==> config.mk <==
export PLATFORM = sky130hd
export DESIGN_NAME = vmask_pack_unit
export DESIGN_NICKNAME = d
export VERILOG_FILES = /design/src/rtl/vmc_pkg.sv /design/src/rtl/vmc_rst_sync.sv /design/src/rtl/vmc_mask_qual.sv /design/src/rtl/vmc_ctrl.sv /design/src/rtl/vmc_route.sv /design/src/rtl/vmask_pack_unit.sv
export SDC_FILE = /design/constraint.sdc
export NUM_CORES = 2
export LEC_CHECK = 0
export BUFFER_PORTS_ARGS = -buffer_cell sky130_fd_sc_hd__buf_4
export CORE_AREA = 2 2 224 226
export CTS_CLUSTER_DIAMETER = 60
export CTS_CLUSTER_SIZE = 12
export DETAILED_ROUTE_END_ITERATION = 10
export DIE_AREA = 0 0 226 228
export PLACE_DENSITY = 0.83
export SETUP_SLACK_MARGIN = 0.05
export SYNTH_ARGS = -nofsm -noshare
export SYNTH_HDL_FRONTEND = slang
export SYNTH_SLANG_ARGS = --single-unit
==> constraint.sdc <==
create_clock -name clk -period 36.3 [get_ports clk]
set_clock_uncertainty 0.1 [all_clocks]
set_input_delay 7.26 -clock clk [delete_from_list [all_inputs] [get_ports clk]]
set_output_delay 7.26 -clock clk [all_outputs]
set_load 0.01 [all_outputs]
==> src/rtl/vmc_pkg.sv <==
package vmc_pkg;
  typedef enum logic [1:0] {
    VOP_MERGE  = 2'd0,
    VOP_PACK   = 2'd1,
    VOP_SPREAD = 2'd2,
    VOP_FILL   = 2'd3
  } vop_e;
endpackage

==> src/rtl/vmc_rst_sync.sv <==
module vmc_rst_sync (
  input  logic clk,
  input  logic arst_n,
  output logic rst_n_o
);
  logic [1:0] sync_q;

  always_ff @(posedge clk or negedge arst_n) begin
    if (!arst_n) sync_q <= 2'b00;
    else         sync_q <= {sync_q[0], 1'b1};
  end

  assign rst_n_o = sync_q[1];
endmodule

==> src/rtl/vmc_mask_qual.sv <==
module vmc_mask_qual
  import vmc_pkg::*;
#(
  parameter int NELEM = 16,
  parameter int VLW   = $clog2(NELEM + 1)
) (
  input  logic [NELEM-1:0] mask_i,
  input  logic [VLW-1:0]   vl_i,
  input  vop_e             op_i,
  output logic [NELEM-1:0] qmask_o,
  output logic [VLW-1:0]   count_o
);
  // Per-element qualification: inside the length, and either selected or filled.
  for (genvar g = 0; g < NELEM; g++) begin : g_bit
    assign qmask_o[g] = (VLW'(g) < vl_i) && ((op_i == VOP_FILL) || mask_i[g]);
  end

  always_comb begin
    count_o = '0;
    for (int i = 0; i < NELEM; i++) begin
      count_o = count_o + VLW'(qmask_o[i]);
    end
  end
endmodule

==> src/rtl/vmc_ctrl.sv <==
module vmc_ctrl #(
  parameter int NELEM = 16,
  parameter int VLW   = $clog2(NELEM + 1)
) (
  input  logic           clk,
  input  logic           rst_n,
  input  logic           start_i,
  input  logic [VLW-1:0] vl_i,
  input  logic           elem_sel_i,
  output logic           accept_o,
  output logic           busy_o,
  output logic           active_o,
  output logic [VLW-1:0] idx_o,
  output logic [VLW-1:0] tally_o,
  output logic           done_o
);
  logic           busy_q, busy_d;
  logic [VLW-1:0] idx_q, idx_d;
  logic [VLW-1:0] tally_q, tally_d;
  logic [VLW-1:0] vl_q;
  logic [VLW-1:0] last_idx;
  logic           last_c;

  assign accept_o = start_i && !busy_q;
  assign last_idx = (vl_q == '0) ? '0 : vl_q - VLW'(1);
  assign last_c   = busy_q && (idx_q == last_idx);
  assign active_o = busy_q && (idx_q < vl_q);

  always_comb begin
    busy_d  = busy_q;
    idx_d   = idx_q;
    tally_d = tally_q;
    if (accept_o) begin
      busy_d  = 1'b1;
      idx_d   = '0;
      tally_d = '0;
    end else if (busy_q) begin
      if (last_c) busy_d = 1'b0;
      idx_d = idx_q + VLW'(1);
      if (active_o && elem_sel_i) tally_d = tally_q + VLW'(1);
    end
  end

  always_ff @(posedge clk or negedge rst_n) begin
    if (!rst_n) begin
      busy_q  <= 1'b0;
      idx_q   <= '0;
      tally_q <= '0;
      vl_q    <= '0;
    end else begin
      busy_q  <= busy_d;
      idx_q   <= idx_d;
      tally_q <= tally_d;
      if (accept_o) vl_q <= vl_i;
    end
  end

  assign busy_o  = busy_q;
  assign idx_o   = idx_q;
  assign tally_o = tally_q;
  assign done_o  = last_c;

  p_tally_le_idx_r2: assert property (@(posedge clk) disable iff (!rst_n)
    busy_q |-> (tally_q <= idx_q));
  p_done_ends_r8: assert property (@(posedge clk) disable iff (!rst_n)
    done_o && !start_i |=> !busy_q);
  p_start_busy_ignored_r9: assert property (@(posedge clk) disable iff (!rst_n)
    busy_q && start_i |=> $stable(vl_q));
endmodule

==> src/rtl/vmc_route.sv <==
module vmc_route
  import vmc_pkg::*;
#(
  parameter int NELEM = 16,
  parameter int DW    = 32,
  parameter int VLW   = $clog2(NELEM + 1),
  parameter int IW    = $clog2(NELEM)
) (
  input  logic                clk,
  input  logic                rst_n,
  input  logic [NELEM*DW-1:0] src_i,
  input  vop_e                op_i,
  input  logic                active_i,
  input  logic                sel_i,
  input  logic [VLW-1:0]      idx_i,
  input  logic [VLW-1:0]      tally_i,
  output logic                wr_en_o,
  output logic [IW-1:0]       wr_idx_o,
  output logic [DW-1:0]       wr_data_o
);
  logic [IW-1:0] rd_sel;
  logic [IW-1:0] idx_n, tally_n;
  logic [DW-1:0] elem [NELEM];

  for (genvar g = 0; g < NELEM; g++) begin : g_elem
    assign elem[g] = src_i[g*DW +: DW];
  end

  assign idx_n   = idx_i[IW-1:0];
  assign tally_n = tally_i[IW-1:0];

  always_comb begin
    wr_en_o  = active_i && sel_i;
    wr_idx_o = idx_n;
    rd_sel   = idx_n;
    unique case (op_i)
      VOP_PACK:   wr_idx_o = tally_n;
      VOP_SPREAD: rd_sel   = tally_n;
      default:    ;
    endcase
    wr_data_o = elem[rd_sel];
  end

  p_pack_no_ahead_r2: assert property (@(posedge clk) disable iff (!rst_n)
    wr_en_o && (op_i == VOP_PACK) |-> (VLW'(wr_idx_o) <= idx_i));
endmodule

==> src/rtl/vmask_pack_unit.sv <==
module vmask_pack_unit
  import vmc_pkg::*;
#(
  parameter int NELEM = 16,
  parameter int DW    = 32,
  parameter int VLW   = $clog2(NELEM + 1),
  parameter int IW    = $clog2(NELEM)
) (
  input  logic                clk,
  input  logic                arst_n,
  input  logic                start_i,
  input  logic [1:0]          op_i,
  input  logic [VLW-1:0]      vl_i,
  input  logic [NELEM-1:0]    mask_i,
  input  logic [NELEM*DW-1:0] src_i,
  output logic                busy_o,
  output logic                wr_en_o,
  output logic [IW-1:0]       wr_idx_o,
  output logic [DW-1:0]       wr_data_o,
  output logic                done_o,
  output logic [VLW-1:0]      count_o
);
  logic                rst_n;
  logic [VLW-1:0]      vl_eff;
  logic [NELEM-1:0]    qmask_c;
  logic [VLW-1:0]      cnt_c;
  logic                accept;
  logic                active;
  logic [VLW-1:0]      idx, tally;
  logic                cur_sel;

  logic [NELEM*DW-1:0] src_q;
  logic [NELEM-1:0]    qmask_q;
  vop_e                op_q;
  logic [VLW-1:0]      cnt_q;

  vmc_rst_sync u_rst (.clk(clk), .arst_n(arst_n), .rst_n_o(rst_n));

  assign vl_eff = (vl_i > VLW'(NELEM)) ? VLW'(NELEM) : vl_i;

  vmc_mask_qual #(.NELEM(NELEM), .VLW(VLW)) u_qual (
    .mask_i (mask_i),
    .vl_i   (vl_eff),
    .op_i   (vop_e'(op_i)),
    .qmask_o(qmask_c),
    .count_o(cnt_c)
  );

  assign cur_sel = qmask_q[idx[IW-1:0]];

  vmc_ctrl #(.NELEM(NELEM), .VLW(VLW)) u_ctrl (
    .clk       (clk),
    .rst_n     (rst_n),
    .start_i   (start_i),
    .vl_i      (vl_eff),
    .elem_sel_i(cur_sel),
    .accept_o  (accept),
    .busy_o    (busy_o),
    .active_o  (active),
    .idx_o     (idx),
    .tally_o   (tally),
    .done_o    (done_o)
  );

  always_ff @(posedge clk or negedge rst_n) begin
    if (!rst_n) begin
      src_q   <= '0;
      qmask_q <= '0;
      op_q    <= VOP_MERGE;
      cnt_q   <= '0;
    end else if (accept) begin
      src_q   <= src_i;
      qmask_q <= qmask_c;
      op_q    <= vop_e'(op_i);
      cnt_q   <= cnt_c;
    end
  end

  vmc_route #(.NELEM(NELEM), .DW(DW), .VLW(VLW), .IW(IW)) u_route (
    .clk      (clk),
    .rst_n    (rst_n),
    .src_i    (src_q),
    .op_i     (op_q),
    .active_i (active),
    .sel_i    (cur_sel),
    .idx_i    (idx),
    .tally_i  (tally),
    .wr_en_o  (wr_en_o),
    .wr_idx_o (wr_idx_o),
    .wr_data_o(wr_data_o)
  );

  assign count_o = cnt_q;

  p_write_only_busy_r8: assert property (@(posedge clk) disable iff (!rst_n)
    wr_en_o |-> busy_o);
  p_tally_matches_count_r3: assert property (@(posedge clk) disable iff (!rst_n)
    done_o |-> ((tally + VLW'(active && cur_sel)) == count_o));
endmodule

# Word level (Yosys, flattened, before mapping)
# Cells that the tools add are included.
# W data, S select, Z words.
[op_classes] n_addsub=18 n_lt_le_gt_ge=20 eq_ne=4 muxes=17 bitwise=1 n_reduce_logical=41
[op_table] op="$bmux W32 S4" count=1
[op_table] op="$add A5 B1 Y5" count=14
[op_table] op="$mux W32" count=2
[op_table] op="$lt A4 B5 Y1 const A" count=8
[op_table] op="$mux W5" count=7
[op_table] op="$logic_and A1 B1 Y1" count=20
[op_table] op="$lt A3 B5 Y1 const A" count=4
[op_table] op="$logic_or A1 B1 Y1" count=16
[op_table] op="$add A5 B1 Y5 const B" count=2
[op_table] op="$lt A1 B5 Y1 const A" count=2
[op_table] op="$lt A2 B5 Y1 const A" count=2
[op_table] op="$mux W4" count=2
[op_table] op="$eq A5 B5 Y1" count=1
[op_table] op="$ge A5 B5 Y1 const B" count=1
[op_table] op="$gt A5 B5 Y1 const B" count=1
[op_table] op="$logic_not A5 Y1" count=1
[op_table] op="$lt A4 B5 Y1 const B" count=1
[op_table] op="$lt A5 B5 Y1" count=1
[op_table] op="$not A4 Y5" count=1
[op_table] op="$sub A5 B1 Y5 const B" count=1
[op_table] op="$bmux W1 S4" count=1
[op_table] op="$eq A2 B2 Y1 const B" count=2
[op_table] op="$mux W1" count=4
[op_table] op="$reduce_bool A2 Y1" count=2
[op_table] op="other kinds (4)" count=4
[word_totals] ff_bits=553 in_bits=538 output_inout_bits=44 elab_cells=110

# Depth between registers and ports, before layout
[depth] depth_word=19 depth_mapped=18 mapped_depth_nobuf=17

# Cells and area by module
# From an unflattened synthesis, not the netlist that was laid out.
[unflattened] hier_cells=2107 hier_area_um2=28294.6
[by_module_without_submodules] module="vmask_pack_unit" instances=1 cells_each=1142 area_per_inst_um2=20537.2 seq_area_each_um2=13387.8
[by_module_without_submodules] module="vmc_route" instances=1 cells_each=771 area_per_inst_um2=6074.6 seq_area_each_um2=0.0
[by_module_without_submodules] module="vmc_ctrl" instances=1 cells_each=110 area_per_inst_um2=993.5 seq_area_each_um2=400.4
[by_module_without_submodules] module="vmc_mask_qual" instances=1 cells_each=81 area_per_inst_um2=635.6 seq_area_each_um2=0.0
[by_module_without_submodules] module="vmc_rst_sync" instances=1 cells_each=3 area_per_inst_um2=53.8 seq_area_each_um2=50.0

# Least setup slack after synthesis
# No wires, ideal clock.
[synth_path] path_type="input -> register" startpoint="input port vl_i[3]" endpoint="register cnt_q[1] (netlist: count_o[1])" setup_ps=83 t_arrival_ps=11499 required_ps=36117 slack_ps=24618 path_stages=15 n_path_buf=1 path_cell_list="clkbuf_1 or2_2 or3_1 o22a_1 ha_1 inv_1 fa_1 fa_1 fa_1 inv_1 fa_1 fa_1 inv_1 fa_1 o21ai_0"
[synth_via] elab_chain_len=19 elab_cells_between_ends=49 cone_classes="add/sub (15); order compare (17); mux (1); reduce/logical (16)"
[synth_rtl] element="from (decl)" line_no="vmask_pack_unit.sv:13" text="input logic [VLW-1:0] vl_i,"
[synth_rtl] element="$gt A5 B5 Y1" line_no="vmask_pack_unit.sv:39" text="assign vl_eff = (vl_i > VLW'(NELEM)) ? VLW'(NELEM) : vl_i;"
[synth_rtl] element="$mux W5 *" line_no="vmask_pack_unit.sv:39"
[synth_rtl] element="$lt A1 B5 Y1 *" line_no="vmc_mask_qual.sv:15" text="assign qmask_o[g] = (VLW'(g) < vl_i) && ((op_i == VOP_FILL) || mask_i[g]);"
[synth_rtl] element="$logic_and A1 B1 Y1 *" line_no="vmc_mask_qual.sv:15"
[synth_rtl] element="via qmask_c[0]" line_no="vmask_pack_unit.sv:25" text="logic [NELEM-1:0] qmask_c;"
[synth_rtl] element="$add A1 B1 Y2 *" line_no="vmc_mask_qual.sv:21" text="count_o = count_o + VLW'(qmask_o[i]);"
[synth_rtl] element="$add A5 B1 Y5 * (14 in a row)" line_no="vmc_mask_qual.sv:21"
[synth_rtl] element="to (signal assigned)" line_no="vmask_pack_unit.sv:75" text="cnt_q <= cnt_c;"
[synth_rtl] element="to (decl)" line_no="vmask_pack_unit.sv:35" text="logic [VLW-1:0] cnt_q;"
# The timed path passes the listed nets; every way through them passes the cells marked *.
# A chain may end at the register's enable or synchronous reset.

# Worst setup path in the final report
[layout_path] startpoint="register op_q[0]" endpoint="output port wr_data_o[20]"
[layout_via] elab_chain_len=6
[layout_rtl] element="from (decl)" line_no="vmask_pack_unit.sv:34" text="vop_e op_q;"
[layout_rtl] element="from (signal assigned)" line_no="vmask_pack_unit.sv:74" text="op_q <= vop_e'(op_i);"
[layout_rtl] element="$eq A2 B2 Y1" line_no="vmc_route.sv:36" text="unique case (op_i)"
[layout_rtl] element="$mux W4" line_no="vmc_route.sv:36"
[layout_rtl] element="$not A4 Y5 (not written as such)" line_no="vmc_route.sv:41" text="wr_data_o = elem[rd_sel];"
[layout_rtl] element="$bmux W32 S4" line_no="vmc_route.sv:41"
[layout_rtl] element="$mux W32 (not written as such) (2 in a row)" line_no="vmc_route.sv:41"
[layout_rtl] element="to (decl)" line_no="vmask_pack_unit.sv:19" text="output logic [DW-1:0] wr_data_o,"
# No other way between the ends. The select of a mux whose other input is x is not followed.

==> out/metrics.csv <==
stage,metric,value,unit
synth,mappedNetlistNets,3274,
die,initial_utilization,51.5,%
outcome,outcome,finished clean,
cts,post_cts_resized,0,
synth,yosysWarnings,0,
job,maxCapViolations,0,
timing,hold_ws,252,ps
timing,slew_headroom,26.1,%
synth,muxShareOfSynthArea,12.7,%
cts,root_buffer,clkbuf_16,
synth,synth_flop_cell,dfrtp_1,
timing,setup_viol,0,
synth,netlist_instances,2714,
cts,cts_inserted_buffers,54,
synth,synth_top_family_by_area,simple AND/OR/NAND/NOR gates,
critical_path,cp_cell_sequence,"nor2b_4, mux2i_4, buf_12, mux4_2, a22oi_1, nand2_1, buf_4",
cts,cts_setup_buffers,0,
power,leakagePower,16.7,nW
drt,met2_length,35100,microns
cts,clk_latency,590,ps
timing,fmax,84.0,MHz
synth,synth_edf_count,0,
cts,clkTransAtPathRegs,60,ps
final_layout,fillerInstances,3878,
cts,clock-sinks,552,
synth,synth_seq_cells,552,
critical_path,end_kind,output port,
cts,cts_tree,done,
global_routing,grt_max_degree,234,
cts,clockBufferDepth,3,
synth,ys_types,48,
critical_path,required,28940,ps
synth,synthAdderAreaFrac,1.38,%
global_routing,grt_antenna_before_repair,17,
timing,layout_setup_ws,24390,ps
timing,setup_tns,0,ps
synth,synth_compound_area_share,3.63,%
placed_design,io_buffers,581,
global_routing,gr-total-overflow,0,
power,ir_worst_vdd,0.0926,mV
global_routing,grtUsageTotal,32.1,%
die,rows,82,
min_path,hp-class,flip-flop to flip-flop,
timing,tightest_slew,1110,ps
drt,drtAntennaViolNets,0,
synth,yosysSeqAreaShare,54.3,%
drt,top_layer_used,met5,
drt,wl_per_cell,21.0,microns
final_layout,syn2layout_area_growth,24.7,%
drt,route.vias.total,21400,
synth,synthArstFlopShare,100,%
placed_design,dp_hpwl,58300,microns
die,die_width,226,microns
placed_design,placed_cells,3816,
timing,min_period_over_period,32.8,%
critical_path,crit_family,multiplexers,
final_layout,final_cells,3893,
final_layout,fin_nets,3760,
placed_design,pre_cts_ws,24450,ps
drt,drc_errors,0,
synth,synth-xor-area-share,0.172,%
die,die-area,0.0515,sq mm
cts,cts.htree.levels,2,
critical_path,path_buf_inv,2,
final_layout,drive_gt1_share,25.5,%
critical_path,cp_slowest_stage_delay,970,ps
placed_design,gp_congestion,0.947,
die,die_h,228,microns
drt,drt_first_pass_iters,5,
synth,avgSynthCellArea,9.37,sq um
drt,wl_met1,34700,microns
global_routing,grt_pass1_wl,125000,microns
drt,wirelength,81700,microns
cts,hold_buffers,0,
synth,yosys.area_share.simple,24.8,%
drt,drtIter0Drc,2435,
die,core_area,0.0493,sq mm
synth,synth_area,0.0254,sq mm
critical_path,critical_path_class,flip-flop to output port,
global_routing,first_global_vias,21200,
critical_path,crit_fanout,112,
timing,final_hold_viol_count,0,
timing,rsz0062_at_grt,no,
critical_path,crit_slowest_cell,mux2i_4,
critical_path,critPathLaunchType,flip-flop,
drt,met3_length,8280,microns
die,ios,582,
critical_path,critPathArrivalTime,4550,ps
power,powerDensity,92.2,mW/mm^2
drt,vias_per_cell,5.50,
timing,final_max_slew_viol_count,0,
timing,period_minus_slack,11910,ps
==> layout make-up <==
type                       count  area, sq um  area share (%)
timing repair buffer         600         4550            14.4
sequential                   552        13800            43.6
clock buffer                  57         1390            4.40
multi-input combinational   1972        10900            34.4
clock inverter                 6         77.6           0.245
tap                          672          841            2.65
antenna                       14         35.0           0.110
inverter                      20         75.1           0.237
==> layer usage <==
| layer | track usage, % | vias up |
|---|---|---|
| met5 | 0 | - |
| met4 | 14.2 | 2 |
| met3 | 8.36 | 188 |
| met2 | 45.4 | 1069 |
| met1 | 46.8 | 10500 |
| li1 | - | 9682 |
==> logic make-up after synthesis <==
family,Yosys count
compound gates,134
mux,158
fa+ha+maj,22
buf+inv,190
flops,552
simple gates,1652
xor+xnor,5
other cells,1
==> flip-flops by register name (all words and copies together), names as in the netlist <==
signal          cells
u_rst.sync_q        2
count_o             5
qmask_q            16
u_ctrl.vl_q         5
u_ctrl.tally_o      4
src_q             512
u_ctrl.busy_o       1
u_ctrl.idx_o        5
op_q                2
==> cell usage after synthesis (2+ instances only) <==
library cell,number,area [sq um]
o21ai_1,3,15.0
nor2b_1,5,31.3
clkbuf_1,131,492
buf_4,9,67.6
nand2b_1,5,31.3
xor2_1,3,26.3
a21oi_1,10,50.1
a31oi_1,3,18.8
o22a_1,6,52.6
nand2_1,1603,6020
buf_1,8,30.0
nor2_1,15,56.3
fa_1,10,200
mux2_2,16,180
o31ai_1,2,15.0
nor3_1,3,15.0
xnor2_1,2,17.5
a21o_1,3,22.5
inv_1,20,75.1
o22ai_1,2,12.5
o32a_1,2,20.0
buf_2,20,100
mux4_2,128,2880
o21a_1,3,22.5
mux2i_1,12,120
and2_1,4,25.0
nor3b_1,2,15.0
a22oi_1,66,495
nand4_1,2,12.5
nand3_1,4,20.0
ha_1,12,150
nand3b_1,6,45.0
o21ai_0,28,140
dfrtp_1,552,13800
==> metrics by stage <==
stage,util (%),power [mW],cell area (sq um)
after floorplan,-,1.89,25400
after global placement,61.2,2.35,30200
after detailed placement,61.2,2.40,30200
after CTS,64.2,2.92,31700
after global routing,64.2,3.10,31700
final,64.3,2.92,31700
==> cell usage in the layout, fill, tap and decap left out, types with 4 or more instances in the layout <==
cell / synthesis / routed
nand2_1: 1603 / 1602
buf_4: 9 / 596
dfrtp_1: 552 / 551
mux4_2: 128 / 128
a22oi_1: 66 / 66
clkbuf_16: 0 / 55
o21ai_0: 28 / 28
inv_1: 20 / 20
mux2_2: 16 / 16
nor2_1: 15 / 15
diode_2: 0 / 14
ha_1: 12 / 12
mux2i_1: 12 / 11
a21oi_1: 10 / 10
fa_1: 10 / 10
nand3b_1: 6 / 6
o22a_1: 6 / 6
nand2b_1: 5 / 5
nand3_1: 4 / 4
and2_1: 4 / 4
nor2b_1: 5 / 4
buf_12: 0 / 4
==> path summary, 6_finish.rpt <==
kind / from / end / slack, ps / depth (start not counted)
min: u_rst.sync_q[0] / u_rst.sync_q[1] / 250 / 0
max: op_q[0] / wr_data_o[20] / 24390 / 7
max reg2reg: u_ctrl.busy_o / src_q[308] / 32090 / 6
max in group asynchronous: arst_n / u_rst.sync_q[1] / 29660 / 1
min reg2reg: u_rst.sync_q[0] / u_rst.sync_q[1] / 250 / 0
min in group asynchronous: u_rst.sync_q[1] / src_q[99] / 410 / 0
==> report_power, final <==
part / internal [mW] / switching [mW]
clock network: 0.277 / 0.233
registers: 0.916 / 0.192
logic: 0.598 / 0.709
No activity file was read; power rests on OpenSTA's default activity.
